**src/rtl/dp_alu.sv**
```systemverilog
module dp_alu #(
  parameter int W = 32,
  parameter int RB = 4,
  parameter int LINK = 15
) (
  input  logic          clk,
  input  logic          rst,
  input  logic [W-1:0]  opa,
  input  logic [W-1:0]  opb,
  input  logic [3:0]    op,
  input  logic          sh_carry,
  input  logic          cur_c,
  input  logic          set_flags,
  input  logic [RB-1:0] dst,
  output logic [W-1:0]  result,
  output logic          wr_en,
  output logic          flag_n,
  output logic          flag_z,
  output logic          flag_c,
  output logic          flag_v,
  output logic          flag_upd,
  output logic          mode_rst
);
  localparam int MSB = W - 1;
  localparam logic [RB-1:0] LINK_IDX = RB'(LINK);

  logic [W-1:0] x, y, lres;
  logic         ci, arith;
  logic [W:0]   sum;
  logic         restore, upd, ovf;

  always_comb begin
    x = opa; y = opb; ci = 1'b0; arith = 1'b1; lres = '0;
    case (op)
      4'h2, 4'hA: begin y = ~opb; ci = 1'b1; end
      4'h3:       begin x = opb; y = ~opa; ci = 1'b1; end
      4'h4, 4'hB: ;
      4'h5:       ci = cur_c;
      4'h6:       begin y = ~opb; ci = cur_c; end
      4'h7:       begin x = opb; y = ~opa; ci = cur_c; end
      default: begin
        arith = 1'b0;
        case (op)
          4'h0, 4'h8: lres = opa & opb;
          4'h1, 4'h9: lres = opa ^ opb;
          4'hC:       lres = opa | opb;
          4'hD:       lres = opb;
          4'hE:       lres = opa & ~opb;
          default:    lres = ~opb;
        endcase
      end
    endcase
  end

  assign sum     = {1'b0, x} + {1'b0, y} + {{W{1'b0}}, ci};
  assign result  = arith ? sum[MSB:0] : lres;
  assign ovf     = (x[MSB] == y[MSB]) && (sum[MSB] != x[MSB]);
  assign wr_en   = op[3:2] != 2'b10;
  assign restore = wr_en && set_flags && (dst == LINK_IDX);
  assign upd     = set_flags && !restore;

  always_ff @(posedge clk) begin
    if (rst) begin
      {flag_n, flag_z, flag_c, flag_v} <= 4'b0000;
      flag_upd <= 1'b0;
      mode_rst <= 1'b0;
    end else begin
      flag_upd <= upd;
      mode_rst <= restore;
      if (upd) begin
        flag_n <= result[MSB];
        flag_z <= result == '0;
        flag_c <= arith ? sum[W] : sh_carry;
        if (arith) flag_v <= ovf;
      end
    end
  end
endmodule

```
**config.mk**
```make
export PLATFORM = sky130hd
export DESIGN_NAME = dp_alu
export DESIGN_NICKNAME = d
export VERILOG_FILES = /design/src/rtl/dp_alu.sv
export SDC_FILE = /design/constraint.sdc
export NUM_CORES = 1
export LEC_CHECK = 0
export ABC_AREA = 1
export CORE_ASPECT_RATIO = 1.4
export CORE_MARGIN = 2
export CORE_UTILIZATION = 40
export DETAILED_ROUTE_END_ITERATION = 12
export HOLD_SLACK_MARGIN = 0.02
export MAX_ROUTING_LAYER = met4
export SLEW_MARGIN = 10
export SYNTH_ARGS = -nofsm -noshare
export SYNTH_HDL_FRONTEND = slang
export SYNTH_SLANG_ARGS = --single-unit
export TNS_END_PERCENT = 10
```
**constraint.sdc**
```tcl
create_clock -name clk -period 4.7 [get_ports clk]
set_input_delay 0.705 -clock clk [delete_from_list [all_inputs] [get_ports clk]]
set_output_delay 0.705 -clock clk [all_outputs]
set_load 0.02 [all_outputs]
```
==> results_dict.tcl <==
set metrics [dict create \
    clock.fmax_mhz 216 \
    holdPathStages 2 \
    synthTopCellsByArea "nand2_1, ha_1, inv_1" \
    wirelength_mm 25.8 \
    placed_cells 1566 \
    dominantRegCellSynth "dfxtp_1" \
    synth_edf_count 0 \
    finalHoldViolCount 0 \
    syn_area_um2 5900 \
    nFillCells 1572 \
    cts_tree "built" \
    start_util_pct 40.9 \
    reg2regPathDepth 4 \
    drc 0 \
    grt_antenna_before_repair 2 \
    path_cells "clkdlybuf4s50_1 -> buf_4 -> nand2_4 -> nor2_4 -> inv_2 -> buf_12 -> o22ai_1 -> a31o_2 -> ha_2 -> nand2_1 -> buf_4 -> nor2_1 -> nand2_1 -> nand2_1 -> buf_4 -> inv_1 -> a21oi_1 -> nor2_1 -> nor2_1 -> inv_1 -> dlygate4sd2_1" \
    stdcell_count 1571 \
    vias 8361 \
    port_buffers 115 \
    crit_slowest_cell "clkdlybuf4s50_1" \
    status "completed" \
    worst_slew_pin_slew_ps 859 \
    avgSynthCellArea_um2 5.13 \
    dp_hpwl_mm 21.0 \
    start_kind "input port" \
    drive_above_1_share_pct 18.1 \
    rsz0062_at_grt "yes" \
    synth_nets 1292 \
    seq_area_frac_synth_pct 2.04 \
    numCtsBuffers 3 \
    async_reset_ff_share_pct 0 \
    die_area_um2 15800 \
    insertion_delay_ps 220 \
    fin_crit_sh_pct 98.6 \
    path_class "in2out" \
    grt_use_total_pct 33.2 \
    grt_overflow_total 0 \
    grt_pass1_vias 7906 \
    wl_per_cell_um 16.4 \
    maxCapViolCount 0 \
    setup_violations 0 \
    worst-path-max-fanout 34 \
    h-tree-depth 1 \
    io_pins 116 \
    drt-initial-drc-count 557 \
    total_power_uw 1590 \
    netlist.top_cell.by_area "nand2_1" \
    ir_drop_uv 406 \
    clockBufferDepth 2 \
    area_delta_synth_final_pct 43.0 \
    synth_seq_cells 6 \
    viasPerCell 5.32 \
    die_h_um 148 \
    layout_commonest_cell "nand2_1" \
    cp-end-kind "primary output" \
    final_antenna_net_count 0 \
    hold_ws_ps 471 \
    nets 1524 \
    place_congestion 1.03 \
    clockRootBuffer "clkbuf_16" \
    hold_class "reg2reg" \
    die_w_um 107 \
    layout.cells.most_common_list "nand2_1, inv_1, buf_4" \
    coreArea_um2 14400 \
    slew_headroom_pct 42.7 \
    num_rows 52 \
    cp.arrival_ps 3930 \
    drtPass1Iterations 5 \
    syn_inst 1150 \
    cellPowerDensity_nw_per_um2 188 \
    fin_skew_ps 0 \
    netlist.area_leader.share_pct 23.1 \
    post-cts-setup-buffer-count 0 \
    power_leakage_uw 0.00448 \
    finalCriticalPeriod_ps 4630 \
    required_ps 3990 \
    crit_path_max_incr_delay_ps 420 \
    cts.sinks 6 \
    grt_first_pass_wirelength_mm 40.0 \
    clk_pin_slew_ps 30 \
    grt_max_degree 35 \
    synth_warnings 0 \
    final-max-slew-violation-count 0 \
    ys_types 42 \
]
## flip-flops by register name (all words and copies together) (netlist names)
name / cells
mode_rst: 1
flag_upd: 1
flag_c: 1
flag_n: 1
flag_z: 1
flag_v: 1
## where the power goes
part | internal, µW | switching (µW) | leakage [µW]
Sequential | 54.3 | 1.34 | 0.0000493
Combinational | 609 | 790 | 0.00439
Clock | 109 | 25.3 | 0.0000370
## cell usage after synthesis, types with 4 or more instances
master	n
nand2_1	363
inv_1	175
nor2_1	115
o21ai_0	81
nand3_1	64
ha_1	63
a21oi_1	61
o22ai_1	37
a31o_2	31
nand4_1	29
clkbuf_1	17
buf_2	15
o21ai_1	10
nand3b_1	8
nand2_2	7
buf_6	6
dfxtp_1	6
o2111ai_1	6
inv_2	5
nor3_1	5
nor2_2	4
o21bai_1	4
xor2_1	4
## cells by family (layout without fill, tap and decap cells)
logic type,count (synthesis),after routing,share of synthesized area (%)
flops,6,6,2.04
compound gates,247,247,25.1
buf+inv,224,454,15.5
simple gates,603,603,42.5
fa+ha+maj,65,65,14.0
xor+xnor,5,5,0.742
other cells,0,2,0
## what timing repair did
action | 4_1_cts | 5_1_grt
resized for setup | 27 | 50
setup endpoints to repair | 23 | 25
hold endpoints to repair | 0 | 0
hold buffers | 0 | 0
## stage by stage
| stage | setup TNS [ps] | worst slack, ps | area, µm² | util [%] |
|---|---|---|---|---|
| 6_report | 0 | 65.8 | 8440 | 58.4 |
| 5_1_grt | -425 | -140 | 8440 | 58.4 |
| 4_1_cts | -355 | -208 | 8360 | 57.8 |
| 3_5_place_dp | -3040 | -254 | 8290 | 57.4 |
| 3_3_place_gp | -2560 | -326 | 8290 | 57.4 |
| 2_1_floorplan | 0 | 523 | 5900 | - |
## worst max-delay path: cells and delay by family
family	cells	cell delay [ps]
AO/OA/AOI/OAI	3	460
adder cells (fa/ha/maj)	1	400
buffers and inverters	9	1610
AND/OR/NAND/NOR	8	770
## cell type report
type                    count  area, µm²  area share (%)
flip-flops and latches      6        120            1.42
clock buffers               3       75.1           0.890
inverters                 181        682            8.08
repair buffers            270       2330            27.6
diodes                      2       5.00          0.0593
multi-input cells         920       4990            59.1
well taps                 189        236            2.80
## path summary, 6_finish.rpt
check | start | endpoint | slack (ps)
hold reg to reg | flag_c$_SDFFE_PP0P_ | flag_c$_SDFFE_PP0P_ | 470
hold / removal | flag_c$_SDFFE_PP0P_ | flag_c$_SDFFE_PP0P_ | 470
setup reg to reg | flag_n$_SDFFE_PP0P_ | flag_n$_SDFFE_PP0P_ | 4010
setup / recovery | op[0] | result[18] | 70
## metal layers
metal  vias up  share of wire (%)  GRT usage [%]
met2       271                 52           60.4
met4         0                6.3           18.4
met1      3753                 38           35.7
met5         -                  0              -
met3        81                4.1           1.41
li1       4256                  -              -
(Power assumes the default switching activity.)
